[src/rtl/vcLinkPkg.sv]
package vcLinkPkg;
  // Strobes from the control sequencer to the datapath.
  typedef struct packed {
    logic       capture;    // grant accepted this cycle
    logic       addrVld;    // address line active
    logic       addrLast;   // final address cycle, receiver samples it
    logic       dataVld;    // data line active
    logic       ackSample;  // final data cycle, sender samples acknowledge
    logic       done;       // result cycle
    logic [1:0] beatIdx;    // beat on the data line
  } linkStrobeT;
endpackage

[src/rtl/vcLinkCtrl.sv]
module vcLinkCtrl
  import vcLinkPkg::*;
#(
  parameter int LEVEL = 2
) (
  input  logic       clk,
  input  logic       rstN,
  input  logic       grant,
  output logic       busy,
  output linkStrobeT st
);
  localparam int ADDR_CYC = (LEVEL == 1) ? 1 : 3;
  localparam int BEATS    = (LEVEL == 1) ? 1 : 3;
  localparam int LAST     = 2 + ADDR_CYC + BEATS;

  // cyc holds the cycle number of the attempt; 0 means idle (cycle 1 is the grant cycle).
  logic [3:0] cyc;

  always_ff @(posedge clk) begin
    if (!rstN) begin
      cyc <= '0;
    end else if (cyc == 4'd0) begin
      if (grant) cyc <= 4'd2;
    end else if (cyc == 4'(LAST)) begin
      cyc <= '0;
    end else begin
      cyc <= cyc + 4'd1;
    end
  end

  always_comb begin
    busy         = (cyc != 4'd0);
    st.capture   = (cyc == 4'd0) && grant;
    st.addrVld   = (cyc >= 4'd2) && (cyc <= 4'(1 + ADDR_CYC));
    st.addrLast  = (cyc == 4'(1 + ADDR_CYC));
    st.dataVld   = (cyc >= 4'(2 + ADDR_CYC)) && (cyc <= 4'(1 + ADDR_CYC + BEATS));
    st.ackSample = (cyc == 4'(1 + ADDR_CYC + BEATS));
    st.done      = (cyc == 4'(LAST));
    st.beatIdx   = 2'(cyc - 4'(2 + ADDR_CYC));
  end
endmodule

[src/rtl/vcLinkData.sv]
module vcLinkData
  import vcLinkPkg::*;
#(
  parameter int LEVEL   = 2,
  parameter int WORD_W  = 8,
  parameter int NUM_BUF = 4,
  parameter int DEST_W  = 4,
  parameter int CNT_W   = 4,
  localparam int BUF_W     = (NUM_BUF > 1) ? $clog2(NUM_BUF) : 1,
  localparam int BEATS     = (LEVEL == 1) ? 1 : 3,
  localparam int BEAT_W    = WORD_W * ((LEVEL == 1) ? 1 : 4),
  localparam int PAYLOAD_W = BEAT_W * BEATS
) (
  input  logic                 clk,
  input  logic                 rstN,
  input  linkStrobeT           st,
  input  logic [BUF_W-1:0]     grantBuf,
  input  logic [PAYLOAD_W-1:0] srcData,
  input  logic                 cfgWe,
  input  logic [BUF_W-1:0]     cfgIdx,
  input  logic [DEST_W-1:0]    cfgAddr,
  input  logic [CNT_W-1:0]     rxFree,
  output logic                 doneOk,
  output logic                 doneFail,
  output logic [BUF_W-1:0]     doneBuf,
  output logic                 linkAddrVld,
  output logic [DEST_W-1:0]    linkAddr,
  output logic                 linkDataVld,
  output logic [BEAT_W-1:0]    linkData,
  output logic                 linkAck,
  output logic                 rxWe,
  output logic [DEST_W-1:0]    rxWAddr,
  output logic [BEAT_W-1:0]    rxWData
);
  // ---------------- sending end ----------------
  logic [DEST_W-1:0]    mapTbl [NUM_BUF];
  logic [BUF_W-1:0]     curBuf;
  logic [DEST_W-1:0]    curAddr;
  logic [PAYLOAD_W-1:0] curData;
  logic                 okQ;
  logic                 ackMeansOk;

  always_ff @(posedge clk) begin
    if (!rstN) begin
      for (int i = 0; i < NUM_BUF; i++) mapTbl[i] <= '0;
    end else if (cfgWe) begin
      mapTbl[cfgIdx] <= cfgAddr;
    end
  end

  always_ff @(posedge clk) begin
    if (!rstN) begin
      curBuf  <= '0;
      curAddr <= '0;
      curData <= '0;
      okQ     <= 1'b0;
    end else begin
      if (st.capture) begin
        curBuf  <= grantBuf;
        curAddr <= mapTbl[grantBuf];
        curData <= srcData;
      end
      if (st.ackSample) okQ <= ackMeansOk;
    end
  end

  always_comb begin
    linkAddrVld = st.addrVld;
    linkAddr    = st.addrVld ? curAddr : '0;
    linkDataVld = st.dataVld;
    linkData    = '0;
    for (int b = 0; b < BEATS; b++) begin
      if (st.dataVld && st.beatIdx == 2'(b)) linkData = curData[b*BEAT_W +: BEAT_W];
    end
    doneOk   = st.done && okQ;
    doneFail = st.done && !okQ;
    doneBuf  = curBuf;
  end

  // ---------------- receiving end ----------------
  logic [DEST_W-1:0] rxAddrQ;
  logic              rxAccept;

  always_ff @(posedge clk) begin
    if (!rstN) begin
      rxAddrQ  <= '0;
      rxAccept <= 1'b0;
    end else if (st.addrLast) begin
      rxAddrQ  <= linkAddr;
      rxAccept <= (rxFree >= CNT_W'(BEATS));
    end
  end

  // Acknowledge polarity differs between the two link flavours.
  generate
    if (LEVEL == 1) begin : g_ackFull
      assign linkAck    = st.dataVld && !rxAccept;
      assign ackMeansOk = !linkAck;
    end else begin : g_ackRoom
      assign linkAck    = st.dataVld && rxAccept;
      assign ackMeansOk = linkAck;
    end
  endgenerate

  always_comb begin
    rxWe    = st.dataVld && rxAccept;
    rxWAddr = rxAddrQ;
    rxWData = linkData;
  end
endmodule

[src/rtl/vcLinkXfer.sv]
module vcLinkXfer
  import vcLinkPkg::*;
#(
  parameter int LEVEL   = 2,
  parameter int WORD_W  = 8,
  parameter int NUM_BUF = 4,
  parameter int DEST_W  = 4,
  parameter int CNT_W   = 4,
  localparam int BUF_W     = (NUM_BUF > 1) ? $clog2(NUM_BUF) : 1,
  localparam int BEATS     = (LEVEL == 1) ? 1 : 3,
  localparam int BEAT_W    = WORD_W * ((LEVEL == 1) ? 1 : 4),
  localparam int PAYLOAD_W = BEAT_W * BEATS
) (
  input  logic                 clk,
  input  logic                 rstN,
  input  logic                 grant,
  input  logic [BUF_W-1:0]     grantBuf,
  input  logic [PAYLOAD_W-1:0] srcData,
  input  logic                 cfgWe,
  input  logic [BUF_W-1:0]     cfgIdx,
  input  logic [DEST_W-1:0]    cfgAddr,
  input  logic [CNT_W-1:0]     rxFree,
  output logic                 busy,
  output logic                 doneOk,
  output logic                 doneFail,
  output logic [BUF_W-1:0]     doneBuf,
  output logic                 linkAddrVld,
  output logic [DEST_W-1:0]    linkAddr,
  output logic                 linkDataVld,
  output logic [BEAT_W-1:0]    linkData,
  output logic                 linkAck,
  output logic                 rxWe,
  output logic [DEST_W-1:0]    rxWAddr,
  output logic [BEAT_W-1:0]    rxWData
);
  linkStrobeT st;

  vcLinkCtrl #(.LEVEL(LEVEL)) uCtrl (
    .clk(clk), .rstN(rstN), .grant(grant), .busy(busy), .st(st)
  );

  vcLinkData #(
    .LEVEL(LEVEL), .WORD_W(WORD_W), .NUM_BUF(NUM_BUF), .DEST_W(DEST_W), .CNT_W(CNT_W)
  ) uData (
    .clk(clk), .rstN(rstN), .st(st), .grantBuf(grantBuf), .srcData(srcData),
    .cfgWe(cfgWe), .cfgIdx(cfgIdx), .cfgAddr(cfgAddr), .rxFree(rxFree),
    .doneOk(doneOk), .doneFail(doneFail), .doneBuf(doneBuf),
    .linkAddrVld(linkAddrVld), .linkAddr(linkAddr), .linkDataVld(linkDataVld),
    .linkData(linkData), .linkAck(linkAck),
    .rxWe(rxWe), .rxWAddr(rxWAddr), .rxWData(rxWData)
  );
endmodule

[config.mk]
export PLATFORM = sky130hd
export DESIGN_NAME = vcLinkXfer
export DESIGN_NICKNAME = d
export VERILOG_FILES = /design/src/rtl/vcLinkPkg.sv /design/src/rtl/vcLinkCtrl.sv /design/src/rtl/vcLinkData.sv /design/src/rtl/vcLinkXfer.sv
export SDC_FILE = /design/constraint.sdc
export NUM_CORES = 1
export LEC_CHECK = 0
export BUFFER_PORTS_ARGS = -buffer_cell sky130_fd_sc_hd__buf_2
export CAP_MARGIN = 20
export CORE_MARGIN = 2
export CORE_UTILIZATION = 50
export CTS_CLUSTER_DIAMETER = 100
export DETAILED_ROUTE_END_ITERATION = 6
export HOLD_SLACK_MARGIN = 0.05
export PLACE_DENSITY_LB_ADDON = 0.15
export RECOVER_POWER = 25
export REMOVE_ABC_BUFFERS = 1
export SYNTH_ARGS = -nofsm -noshare
export SYNTH_HDL_FRONTEND = slang
export SYNTH_HIERARCHICAL = 1
export SYNTH_SLANG_ARGS = --single-unit
[constraint.sdc]
create_clock -name clk -period 2.5 [get_ports clk]
set_input_delay 0.25 -clock clk [delete_from_list [all_inputs] [get_ports clk]]
set_output_delay 0.25 -clock clk [all_outputs]
set_load 0.02 [all_outputs]
**Yosys cells after proc, flatten, opt, wreduce, memory -nomap -nowiden**

Memories as Yosys holds them, arrays and structs flattened. A register that Yosys moved wholly into a read port is not among the register bits.
Cells that the tools add are included.

- Bits in writable memories: 16
- Register bits: 108
- Bits of input ports: 112
- Memories kept: 1
- Word-level logic and storage cells: 49
- Output and inout port bits: 81

Memories:

| name | depth | bits a word | rd ports | clocked after memory_dff | wr ports | line | RTL |
|---|---|---|---|---|---|---|---|
| uData.mapTbl | 4 | 4 | 1 | 1 | 4 | vcLinkData.sv:36 | `logic [DEST_W-1:0] mapTbl [NUM_BUF];` |

- $add $sub $neg: 2
- Reduce and logical (&&, ||, !) cells: 15
- Eq/ne operators: 6
- $lt $le $gt $ge: 5
- Multiplexer cells: 14

Operator list:

| cell | number |
|---|---|
| 32-bit 2-to-1 mux | 3 |
| 4-bit 2-to-1 mux | 5 |
| 1-bit logical AND | 9 |
| 4-bit by 3-bit == test with 1-bit output, second input constant | 2 |
| 4-bit by 2-bit >= comparator with 1-bit output, second input constant | 2 |
| 4-bit by 3-bit less-or-equal comparator with 1-bit output, second input constant | 2 |
| 1-bit 2-to-1 mux | 5 |
| 4-bit by 1-bit adder with 4-bit output, second input constant | 1 |
| 4-bit == test, second input constant | 1 |
| 4-bit by 3-bit >= comparator with 1-bit output, second input constant | 1 |
| 4-bit zero test | 1 |
| 4-bit nonzero test | 1 |
| 4-bit OR reduction | 1 |
| 2-bit by 1-bit == test with 1-bit output, second input constant | 1 |
| 2-bit == test, second input constant | 1 |
| 1-bit zero test | 2 |
| 2-bit zero test | 1 |
| 2-bit 2-to-1 mux | 1 |
| 2-bit != test, second input constant | 1 |
| 2-bit by 1-bit subtractor with 2-bit output, second input constant | 1 |

**Logic depth before layout (Yosys ltp)**

- Word-level depth: 6
- Mapped depth: 10
- Mapped depth without buffers: 7

**Modules after synthesis**

Netlist, hierarchy kept.

Modules (own cells, without submodules):

| module | times used | cells an instance | sequential area each (µm²) | area an instance (µm²) |
|---|---|---|---|---|
| vcLinkData | 1 | 552 | 2642.5 | 6007.0 |
| vcLinkCtrl | 1 | 36 | 80.1 | 300.3 |

**Least setup slack after synthesis**

OpenSTA, ideal clock, no wires.

- Path kind: flip-flop to output port
- Start: register uCtrl.cyc[0]
- End: output port rxWData[10]
- Arrival: 1.849 ns
- Stages on the path, launching flop included: 10
- Path slack: 0.401 ns
- Required time: 2.250 ns
- Buffers on the path: 3
- Cells stage by stage: dfxtp_1 > inv_1 > ha_1 > inv_1 > buf_2 > buf_4 > mux2i_1 > o2bb2ai_1 > and2_1 > buf_4

RTL lines:

| item | line | RTL |
|---|---|---|
| from (decl) | vcLinkCtrl.sv:17 | `logic [3:0] cyc;` |
| from (signal assigned) | vcLinkCtrl.sv:27 | `cyc <= cyc + 4'd1;` |
| to (decl) | vcLinkXfer.sv:34 | `output logic [BEAT_W-1:0] rxWData` |

==> run_results.csv <==
group,metric,value,unit
run_status,status,"completed",
cts,root_buffer,"clkbuf_16",
floorplanning,die_w,116,µm
timing,worst_pin_slew,0.721,ns
min_path,hp-class,"in -> reg",
detailed_routing,route.detailed.drc,0,
detailed_routing,wl_met2,6.70,mm
global_routing,antenna_found_initial,1,
floorplanning,ioPinCount,193,
global_routing,track_usage,0.205,
flow_run,cap_violations,0,
worst_setup_path,path_class,"reg -> out",
detailed_routing,via_count,4524,
synthesis,synth_edf_count,16,
detailed_routing,wl_met3,883,µm
global_routing,grt_max_degree,65,
synthesis,synth.area.top_cells,"dfxtp_1 36%, mux2i_1 22%, nor2b_1 11%",
detailed_routing,drtAntennaViolNets,0,
cts,cts_sinks,128,
place,io_buffers,192,
global_routing,grt_pass1_wl,21.4,mm
worst_setup_path,cp_max_fo,8,
cts,clk_pin_slew,0.06,ns
synthesis,syn_inst,588,
pwr,power.leakage,3.46,nW
synthesis,syn_area,6310,µm²
timing,finalSetupViolations,0,
worst_setup_path,crit_arrival,2.17,ns
synthesis,yosys.area.top_type_share,0.355,
detailed_routing,routed_wl,14.2,mm
place,gp_congestion,0.775,
detailed_routing,wl_met1,6.37,mm
synthesis,yosys-top-cells-count,"139 x mux2i_1, 112 x dfxtp_1, 110 x nor2b_1",
detailed_routing,wl_per_cell,15.4,µm
cts,cts_buffer_depth,2,
detailed_routing,drt_first_pass_iters,4,
synthesis,yosysTopAreaCell,"dfxtp_1",
synthesis,syn_area_per_cell,10.7,µm²
timing,fin_ws,0.0770,ns
place,pre_cts_ws,0.377,ns
pwr,power.density,1060,nW/µm²
worst_setup_path,crit_required,2.25,ns
floorplanning,die_h,116,µm
pwr,p_total,8.39,mW
timing,finalClockSkew,0.00697,ns
pwr,p_sw_frac,0.317,
cts,cts_buffers,17,
timing,slew_violations,0,
place,placed_cells,886,
synthesis,async_flop_share,0,
timing,hold_viol,0,
pwr,p_int,5.73,mW
synthesis,synthFlopType,"dfxtp_1",
worst_setup_path,start_kind,"register",
global_routing,grt_pass1_vias,4395,
pwr,switchingPower,2.66,mW
floorplanning,core_area,12500,µm²
worst_setup_path,cp-end-kind,"output pin",
synthesis,ys_ff_latch,128,
pwr,comb_power_share,0.376,
cts,clk_latency,0.41,ns
pwr,pwr-share-seq,0.312,
timing,fin_crit,2.42,ns
detailed_routing,top_layer_used,"met4",
final_layout,n_fill_cell,1052,
cts,cts_tree,"built",
final_layout,fin_cells,924,
detailed_routing,vias_per_cell,4.90,
detailed_routing,drt_iter0_markers,232,
synthesis,synth-seq-area-share,0.432,
cts,htree_levels,4,
final_layout,drive_gt1_frac,0.328,
synthesis,yosysWarnings,6,
worst_setup_path,cp_slowest_cell,"dfxtp_2",
timing,period_share,0.969,
worst_setup_path,cpPeakStageDelay,0.38,ns
pwr,clock_power_share,0.312,
timing,relSlewSlack,0.520,
final_layout,finalNetCount,854,
floorplanning,die-area,13500,µm²
pwr,irDropWorstVdd,0.000548,V
floorplanning,initial_core_util,0.506,
global_routing,overflow,0,
synthesis,synth_most_common_cell,"mux2i_1",
synthesis,synth_cell_types,34,
final_layout,areaGrowthSynthToFinish,26.0,%
timing,clock.fmax,413,MHz
worst_setup_path,cp_cell_sequence,"inv_2 > ha_4 > clkinv_4 > nor2b_4 > clkbuf_16 > o2bb2ai_1 > and2_1 > buf_2",
floorplanning,rows,41,
place,dpl.hpwl,9.30,mm
[power groups by stage]
stage / Combinational [mW] / Clock, mW / Sequential (mW)
final: 3.15 / 2.62 / 2.62
after CTS: 2.82 / 2.66 / 2.61
after global routing: 3.39 / 2.76 / 2.66
after floorplan: 1.94 / 0 / 2.60
after detailed placement: 2.67 / 0 / 2.65
after global placement: 2.59 / 0 / 2.63
[repair_timing]
item,4_1_cts,5_1_grt
cloned,1,3
setup buffers,0,1
setup endpoints to repair,58,64
resized for setup,6,31
hold buffers,0,0
pin swaps,0,2
[per-stage QoR]
stage	cell area (µm²)	setup TNS [ns]	util	hold slack [ns]
floorplan	5800	-211.34	-	0.368
global placement	7140	0	0.573	0.489
detailed placement	7140	0	0.573	0.504
CTS	7800	0	0.626	0.0772
global route	7940	-0.127	0.637	0.0952
finish	7950	0	0.637	0.0908
[per-layer routing]
| layer | global-route usage | vias to the layer above |
|---|---|---|
| met2 | 0.333 | 136 |
| li1 | - | 2283 |
| met3 | 0.0618 | 17 |
| met5 | 0 | - |
| met1 | 0.254 | 2088 |
| met4 | 0.0857 | 0 |
[sequential cells by signal, summed over array words and instances (netlist names)]
name            count
uCtrl/cyc           4
uData/okQ           1
uData/curData      96
uData/rxAccept      1
uData/rxWAddr       4
uData/doneBuf       2
uData/curAddr       4
uData/mapTbl       16
[logic make-up after synthesis]
group           Yosys count  share of synthesized area
simple gates            186                      0.184
mux                     143                      0.235
flops                   128                      0.432
buf+inv                  84                     0.0853
compound gates           43                     0.0565
fa+ha+maj                 4                    0.00794
[worst paths after layout]
check / start / slack, ns / cells after the start / end
hold reg to reg: uData/curAddr[3]$_SDFFE_PN0P_ / 0.51 / 2 / uData/curAddr[3]$_SDFFE_PN0P_
setup / recovery: uCtrl/cyc[0]$_SDFFE_PN0P_ / 0.08 / 8 / linkData[22]
setup reg to reg: uCtrl/cyc[0]$_SDFFE_PN0P_ / 0.14 / 8 / uData/curData[44]$_SDFFE_PN0P_
hold / removal: srcData[39] / 0.09 / 3 / uData/curData[39]$_SDFFE_PN0P_
[cell type report]
cell class,count,area [µm²],area share
Tap cell,172,215,0.0271
Timing Repair Buffer,208,1270,0.160
Multi-Input combinational cell,376,3070,0.386
Antenna cell,1,2.50,0.000315
Clock buffer,19,433,0.0545
Inverter,7,31.3,0.00394
Sequential cell,128,2730,0.343
Clock inverter,13,193,0.0242
[cell usage in the layout (no fill, tap or decap), types with 2 or more instances in the layout]
cell / Yosys / layout
buf_2: 6 / 168
mux2i_1: 139 / 136
dfxtp_1: 112 / 110
nor2b_1: 110 / 109
and2_1: 50 / 34
o2bb2ai_1: 32 / 32
clkbuf_16: 0 / 19
buf_4: 49 / 18
edfxtp_1: 16 / 16
and2_0: 0 / 15
clkbuf_1: 16 / 11
buf_12: 0 / 8
bufinv_16: 0 / 5
nand2_1: 5 / 5
nor2_1: 3 / 4
nor3b_1: 4 / 4
and3_1: 4 / 4
mux4_2: 4 / 4
clkinv_1: 0 / 3
clkinv_2: 0 / 3
nand2b_1: 2 / 3
inv_2: 1 / 3
inv_1: 6 / 3
o21ai_0: 3 / 3
ha_1: 4 / 3
mux2i_2: 0 / 3
clkinv_4: 0 / 2
nor3_1: 2 / 2
a21oi_1: 3 / 2
nand3_1: 2 / 2
and2_4: 0 / 2
[worst max-delay path, delay by kind of cell, from the launching register on]
family,cells,cell delay [ns]
buffers and inverters,4,0.57
and+or+nand+nor,2,0.42
DFF,1,0.38
adders and majority gates,1,0.27
AOI/OAI and AO/OA,1,0.12
No activity file was read; power rests on OpenSTA's default activity.
